===== config.mk =====
export PLATFORM = sky130hd
export DESIGN_NAME = wake_irq_ctrl
export DESIGN_NICKNAME = d
export VERILOG_FILES = /design/src/rtl/wk_pkg.sv /design/src/rtl/wk_sync.sv /design/src/rtl/wk_trigger.sv /design/src/rtl/wk_route.sv /design/src/rtl/wake_irq_ctrl.sv
export SDC_FILE = /design/constraint.sdc
export NUM_CORES = 1
export LEC_CHECK = 0
export BUFFER_PORTS_ARGS = -buffer_cell sky130_fd_sc_hd__buf_2
export CAP_MARGIN = 20
export CORE_MARGIN = 10
export CORE_UTILIZATION = 30
export CTS_BUF_LIST = sky130_fd_sc_hd__clkbuf_16
export DETAILED_ROUTE_END_ITERATION = 6
export GPL_TIMING_DRIVEN = 0
export SYNTH_ARGS = -nofsm -noshare
export SYNTH_HDL_FRONTEND = slang
export SYNTH_SLANG_ARGS = --single-unit
export TNS_END_PERCENT = 1

===== constraint.sdc =====
create_clock -name clk -period 4.6 [get_ports clk]
set_clock_uncertainty 0.15 [all_clocks]
set_input_delay 0.23 -clock clk [delete_from_list [all_inputs] [get_ports clk]]
set_output_delay 0.23 -clock clk [all_outputs]
set_load 0.02 [all_outputs]

===== src/rtl/wk_pkg.sv =====
package wk_pkg;
  localparam int ADDR_W = 12;
  localparam int DATA_W = 32;

  localparam logic [ADDR_W-1:0] OFS_PEND  = 12'h310;
  localparam logic [ADDR_W-1:0] OFS_MASK  = 12'h314;
  localparam logic [ADDR_W-1:0] OFS_ACK   = 12'h318;
  localparam logic [ADDR_W-1:0] OFS_ROUTE = 12'h31C;
  localparam logic [ADDR_W-1:0] OFS_PCFG  = 12'h330;
  localparam int PCFG_STEP = 8;

  localparam int RT_PER_IRQ  = 0;
  localparam int RT_PIN_IRQ  = 8;
  localparam int RT_PER_WAKE = 16;
  localparam int RT_PIN_WAKE = 24;

  typedef enum logic [2:0] {
    TRG_LOW  = 3'd0,
    TRG_HIGH = 3'd1,
    TRG_FALL = 3'd2,
    TRG_RISE = 3'd3,
    TRG_OFF  = 3'd4,
    TRG_ANY  = 3'd6
  } trg_mode_e;

  function automatic logic trg_hit(input logic [2:0] mode, input logic cur, input logic prev);
    case (mode)
      TRG_LOW:  return !cur;
      TRG_HIGH: return cur;
      TRG_FALL: return prev && !cur;
      TRG_RISE: return cur && !prev;
      TRG_ANY:  return cur != prev;
      default:  return 1'b0;
    endcase
  endfunction

  function automatic logic trg_quiet(input logic [2:0] mode);
    return (mode == 3'd4) || (mode == 3'd5) || (mode == 3'd7);
  endfunction

  function automatic logic [ADDR_W-1:0] pcfg_addr(input int n);
    return OFS_PCFG + ADDR_W'(PCFG_STEP * n);
  endfunction

  function automatic logic [DATA_W-1:0] route_mask(input int npins, input int nper);
    logic [DATA_W-1:0] m;
    m = '0;
    for (int i = 0; i < npins; i++) begin
      m[RT_PIN_IRQ + i]  = 1'b1;
      m[RT_PIN_WAKE + i] = 1'b1;
    end
    for (int k = 0; k < nper; k++) begin
      m[RT_PER_IRQ + k]  = 1'b1;
      m[RT_PER_WAKE + k] = 1'b1;
    end
    return m;
  endfunction
endpackage


===== src/rtl/wk_sync.sv =====
module wk_sync #(
  parameter int W = 4
) (
  input  logic         clk,
  input  logic         rst_n,
  input  logic [W-1:0] d_in,
  output logic [W-1:0] lvl_q,
  output logic [W-1:0] lvl_prev
);
  logic [W-1:0] meta_q;
  logic [1:0]   age_q;

  always_ff @(posedge clk or negedge rst_n) begin
    if (!rst_n) begin
      meta_q   <= '0;
      lvl_q    <= '0;
      lvl_prev <= '0;
      age_q    <= '0;
    end else begin
      meta_q   <= d_in;
      lvl_q    <= meta_q;
      lvl_prev <= lvl_q;
      if (age_q != 2'd2) age_q <= age_q + 2'd1;
    end
  end

  a_r3_two_flop: assert property (@(posedge clk) disable iff (!rst_n)
    (age_q == 2'd2) |-> (lvl_q == $past(d_in, 2)));
endmodule


===== src/rtl/wk_trigger.sv =====
module wk_trigger
  import wk_pkg::*;
#(
  parameter int N = 4
) (
  input  logic [N-1:0][2:0] mode,
  input  logic [N-1:0]      cur,
  input  logic [N-1:0]      prev,
  output logic [N-1:0]      hit,
  output logic [N-1:0]      quiet
);
  for (genvar n = 0; n < N; n++) begin : g_pin
    assign hit[n]   = trg_hit(mode[n], cur[n], prev[n]);
    assign quiet[n] = trg_quiet(mode[n]);
  end
endmodule


===== src/rtl/wk_route.sv =====
module wk_route
  import wk_pkg::*;
#(
  parameter int N_PINS   = 4,
  parameter int N_PERIPH = 3
) (
  input  logic                clk,
  input  logic                rst_n,
  input  logic [N_PINS-1:0]   pend,
  input  logic [N_PINS-1:0]   mask,
  input  logic [DATA_W-1:0]   route,
  input  logic [N_PERIPH-1:0] periph_in,
  output logic                pin_irq,
  output logic [N_PERIPH-1:0] periph_irq,
  output logic                wake_req
);
  logic [N_PINS-1:0]   pin_irq_en, pin_wake_en;
  logic [N_PERIPH-1:0] per_irq_en, per_wake_en;

  assign pin_irq_en  = route[RT_PIN_IRQ  +: N_PINS];
  assign pin_wake_en = route[RT_PIN_WAKE +: N_PINS];
  assign per_irq_en  = route[RT_PER_IRQ  +: N_PERIPH];
  assign per_wake_en = route[RT_PER_WAKE +: N_PERIPH];

  assign pin_irq    = |(pend & mask & pin_irq_en);
  assign periph_irq = periph_in & per_irq_en;
  assign wake_req   = |(pend & pin_wake_en) | |(periph_in & per_wake_en);

  a_r6_irq_needs_mask: assert property (@(posedge clk) disable iff (!rst_n)
    pin_irq |-> ((pend & mask) != '0));
  a_r7_wake_idle: assert property (@(posedge clk) disable iff (!rst_n)
    ((pin_wake_en == '0) && (per_wake_en == '0)) |-> !wake_req);
  a_r8_periph_gate: assert property (@(posedge clk) disable iff (!rst_n)
    (periph_irq & ~per_irq_en) == '0);
endmodule


===== src/rtl/wake_irq_ctrl.sv =====
module wake_irq_ctrl
  import wk_pkg::*;
#(
  parameter int N_PINS   = 4,
  parameter int N_PERIPH = 3
) (
  input  logic                clk,
  input  logic                rst_n,
  input  logic                bus_wr_en,
  input  logic [11:0]         bus_addr,
  input  logic [31:0]         bus_wdata,
  output logic [31:0]         bus_rdata,
  input  logic [N_PINS-1:0]   pin_in,
  input  logic [N_PERIPH-1:0] periph_in,
  output logic                pin_irq,
  output logic [N_PERIPH-1:0] periph_irq,
  output logic                wake_req
);
  localparam logic [DATA_W-1:0] ROUTE_KEEP = route_mask(N_PINS, N_PERIPH);

  logic [N_PINS-1:0]        pend_q, mask_q, hold_q;
  logic [N_PINS-1:0][2:0]   mode_q;
  logic [N_PINS-1:0][31:0]  aux_q;
  logic [DATA_W-1:0]        route_q;
  logic [N_PINS-1:0]        lvl_q, lvl_prev, hit, quiet;
  logic [N_PINS-1:0]        pend_d, ack_bits;
  logic                     ack_wr;

  wk_sync #(.W(N_PINS)) u_sync (
    .clk(clk), .rst_n(rst_n), .d_in(pin_in), .lvl_q(lvl_q), .lvl_prev(lvl_prev)
  );

  wk_trigger #(.N(N_PINS)) u_trig (
    .mode(mode_q), .cur(lvl_q), .prev(lvl_prev), .hit(hit), .quiet(quiet)
  );

  wk_route #(.N_PINS(N_PINS), .N_PERIPH(N_PERIPH)) u_route (
    .clk(clk), .rst_n(rst_n), .pend(pend_q), .mask(mask_q), .route(route_q),
    .periph_in(periph_in), .pin_irq(pin_irq), .periph_irq(periph_irq),
    .wake_req(wake_req)
  );

  assign ack_wr   = bus_wr_en && (bus_addr == OFS_ACK);
  assign ack_bits = ack_wr ? bus_wdata[N_PINS-1:0] : '0;

  // acknowledge beats a same-cycle trigger; the hold bit beats both
  always_comb begin
    pend_d = (pend_q | hit) & ~ack_bits & ~hold_q;
  end

  always_ff @(posedge clk or negedge rst_n) begin
    if (!rst_n) begin
      pend_q  <= '0;
      mask_q  <= '0;
      hold_q  <= '0;
      mode_q  <= '0;
      aux_q   <= '0;
      route_q <= '0;
    end else begin
      pend_q <= pend_d;
      if (bus_wr_en) begin
        if (bus_addr == OFS_MASK)  mask_q  <= bus_wdata[N_PINS-1:0];
        if (bus_addr == OFS_ROUTE) route_q <= bus_wdata & ROUTE_KEEP;
        for (int n = 0; n < N_PINS; n++) begin
          if (bus_addr == pcfg_addr(n)) begin
            mode_q[n] <= bus_wdata[3:1];
            hold_q[n] <= bus_wdata[4];
          end
          if (bus_addr == pcfg_addr(n) + 12'd4) aux_q[n] <= bus_wdata;
        end
      end
    end
  end

  always_comb begin
    bus_rdata = '0;
    case (bus_addr)
      OFS_PEND:  bus_rdata[N_PINS-1:0] = pend_q;
      OFS_MASK:  bus_rdata[N_PINS-1:0] = mask_q;
      OFS_ROUTE: bus_rdata = route_q;
      default:   ;
    endcase
    for (int n = 0; n < N_PINS; n++) begin
      if (bus_addr == pcfg_addr(n))
        bus_rdata = {27'd0, hold_q[n], mode_q[n], lvl_q[n]};
      if (bus_addr == pcfg_addr(n) + 12'd4)
        bus_rdata = aux_q[n];
    end
  end

  a_r4_quiet_no_set: assert property (@(posedge clk) disable iff (!rst_n)
    (pend_q & ~$past(pend_q) & $past(quiet)) == '0);
  a_r5_ack_wins: assert property (@(posedge clk) disable iff (!rst_n)
    ack_wr |=> ((pend_q & $past(bus_wdata[N_PINS-1:0])) == '0));
  a_r9_hold_clear: assert property (@(posedge clk) disable iff (!rst_n)
    (pend_q & $past(hold_q)) == '0);
  a_r10_pend_ro: assert property (@(posedge clk) disable iff (!rst_n)
    (bus_wr_en && (bus_addr == OFS_PEND) && (hold_q == '0)) |=>
      (($past(pend_q) & ~pend_q) == '0));
endmodule


==> metrics <==
DRT Pass-1 Iters=5; Crit Path Max Fanout=10; routed wire length=about 23 mm; worst hold start=bus_wdata[4]; Synth top cells by count=dfrtp_1, mux2_2, a22oi_1; gr ovfl total=0; fin crit share=0.679; Crit Path Class=in -> out; I/O pin cnt=between 90 and 100; Netlist Area Pre-Place=between 8000 and 9000 µm²; Vias=5810; met3 wire length=1.37 mm; reg2reg end=pend_q[0]; drt drc=0; Max Cap Viol=0; Initial Utilization=0.304; CP endpoint kind=output port; DRT iter0 DRCs=432; sequential share of the synthesized area=0.525; worst slew pin tran=roughly 1100 ps; CTS max path bufs=2; P_leak=just over 5 nW; row count=61; largest net degree at the start of global routing=approximately 110; PwrDens=a little over 300 nW/µm²; #FFs+latches synth=around 180; fin nets=approximately 840; DP HPWL=16.5 mm; total track usage=0.132; initial antenna violation count=1; syn nets=700; WP data arrival=roughly 2700 ps; Yosys top cell by area=dfrtp_1; setup TNS=0 ps; startpoint type of the worst setup path=input port; CTS tree=built; core box area=~28000 µm²; post-route minimum period=3120 ps; H-tree lvl count=4; ranking of synthesized cells by area=dfrtp_1, mux2_2, mux2_4; metal2 WL=11.0 mm; cell with the most instances after synthesis=dfrtp_1; Min-Delay Endpoint=aux_q[4]; share of async-settable or async-resettable flops after synthesis=1.00; fill cell count=2689; yosys warns=0; most used flip-flop cell after synthesis=dfrtp_1; Final setup violation count=0; Cell variety after synth=57; IO Port Bufs=between 80 and 90; Post-synth EDFFs=0; Min-Delay Path Depth=2; Gates resized, CTS repair=0; vias in the first global route=between 6000 and 7000; r2r startpoint=u_sync.lvl_q[0]; Min-Delay Path Class=in -> reg; routability cong.=0.869; Slew Limit Fails=0; Max rail drop VDD=around 0.28 mV; outcome=complete, no violations; Syn Area/Cell=about 13 µm²; share of cells above drive strength 1=0.396; post-synth top area share=0.525; total power=roughly 3.2 mW; Vias/cell=about 5.0; postcts setup bufs=0; RSZ-0062 raised after global routing=no; CTS root buf=clkbuf_16; max_slew headroom=0.261; clk sink count=~180; Max Used Layer=met4; die height=about 190 µm; Worst-path clk slew=~70 ps; Post-Synthesis Cells=638; Worst R2R Setup Slack=2800 ps; Crit path required time=around 4200 ps; average wire per standard cell=19.8 µm; first-pass GRT wire length=36.5 mm; R2R cell count=6; die area=between 30000 and 40000 µm²; Max Freq=320 MHz; met1 wire length=10.5 mm; Layout area overhead=22.0%; Worst-Skew Late Latency=around 440 ps; CTS Buf Count=17; Fin. Hold Viols=0; Die Wd=188 µm; antenna-violating nets left=0
## logic make-up after synthesis
logic type / count (synthesis) / synth area share
AO/OA/AOI/OAI: 113 / 0.0923
XOR/XNOR: 4 / 0.00413
adder cells (fa/ha/maj): 8 / 0.0118
buffers and inverters: 51 / 0.0289
flip-flops: 178 / 0.525
multiplexers: 197 / 0.276
AND/OR/NAND/NOR: 87 / 0.0613
## routing by layer
layer	GRT usage	vias to the layer above
met1	0.170	2938
met3	0.0365	26
li1	-	2672
met2	0.211	174
met4	0.0434	0
met5	0	-
## flip-flops by register name, indices dropped and copies added, names as in the netlist
register         flops
mask_q               4
aux_q              128
pend_q               4
u_sync.meta_q        4
route_q             14
u_sync.lvl_q         4
u_sync.lvl_prev      4
mode_q              12
hold_q               4
## worst max-delay path: stages
cell	delay, ps
buf_2	120
buf_2	280
buf_2	290
buf_1	480
nand4_1	670
o221ai_1	440
buf_2	230
## power breakdown
| part | internal (mW) | switching, mW |
|---|---|---|
| clock | 0.762 | 0.665 |
| combinational | 0.0704 | 0.110 |
| sequential | 1.58 | 0.00870 |
| total | 2.41 | 0.783 |
## repair_timing
item,in CTS,in global routing
endpoints found under the hold margin,195,0
setup endpoints to repair,0,0
hold buffers,34,0
## layout make-up
cell class              instances  area, µm²  share of cell area
flip-flops and latches        178       4450               0.431
clock buffers                  17        425              0.0411
inverters                      11       41.3             0.00399
plain buffers                  40        204              0.0197
clock inverters                15        146              0.0142
multi-input cells             409       3780               0.365
repair buffers                123        818              0.0791
diodes                          1       2.50            0.000242
well taps                     378        473              0.0457
## per-stage QoR
stage / hold slack, ps / setup WS (ps) / instance area [µm²] / cells / utilization
floorplan: -216 / 2450 / 8480 / 638 / -
global placement: 186 / 189 / 9390 / 1104 / 0.337
detailed placement: 84.0 / 1480 / 9430 / 1105 / 0.338
CTS: 2.92 / 1460 / 10300 / 1171 / 0.371
global route: 15.1 / 1230 / 10300 / 1171 / 0.371
finish: 10.5 / 1480 / 10300 / 1172 / 0.371
## worst max path at each step
stage                       from            end  slack, ps  depth (start not counted)
floorplan            bus_addr[2]  bus_rdata[27]       2450                          5
global placement           rst_n      aux_q[26]        190                          1
detailed placement  bus_addr[10]  bus_rdata[15]       1480                          9
CTS                 bus_addr[10]  bus_rdata[15]       1460                          9
global route        bus_addr[10]  bus_rdata[20]       1230                          7
finish               bus_addr[2]   bus_rdata[8]       1480                          7
## placed cells by master, fill, tap and decap left out, drive strengths merged, types with 2 or more instances in the layout
cell / synthesis / layout
nor4b: 2 / 2
a211o: 3 / 3
o31ai: 3 / 3
nand4bb: 2 / 2
mux2: 165 / 165
o21ai: 31 / 31
nor2b: 6 / 6
o211ai: 2 / 2
nand3: 13 / 13
a31oi: 3 / 3
clkinv: 0 / 3
o221ai: 10 / 10
nor3: 7 / 7
nand2: 24 / 24
xor2: 3 / 3
clkinvlp: 0 / 2
a22oi: 35 / 35
nand4: 2 / 2
a311oi: 4 / 4
mux4: 4 / 4
and3: 5 / 5
inv: 11 / 20
and2: 3 / 3
a211oi: 4 / 4
dlygate4sd3: 0 / 34
a221oi: 2 / 2
mux2i: 28 / 28
a21oi: 7 / 7
ha: 8 / 8
dfrtp: 178 / 178
nor2: 12 / 12
clkbuf: 13 / 30
buf: 27 / 116
nand2b: 4 / 4
No activity file was read; power rests on OpenSTA's default activity.
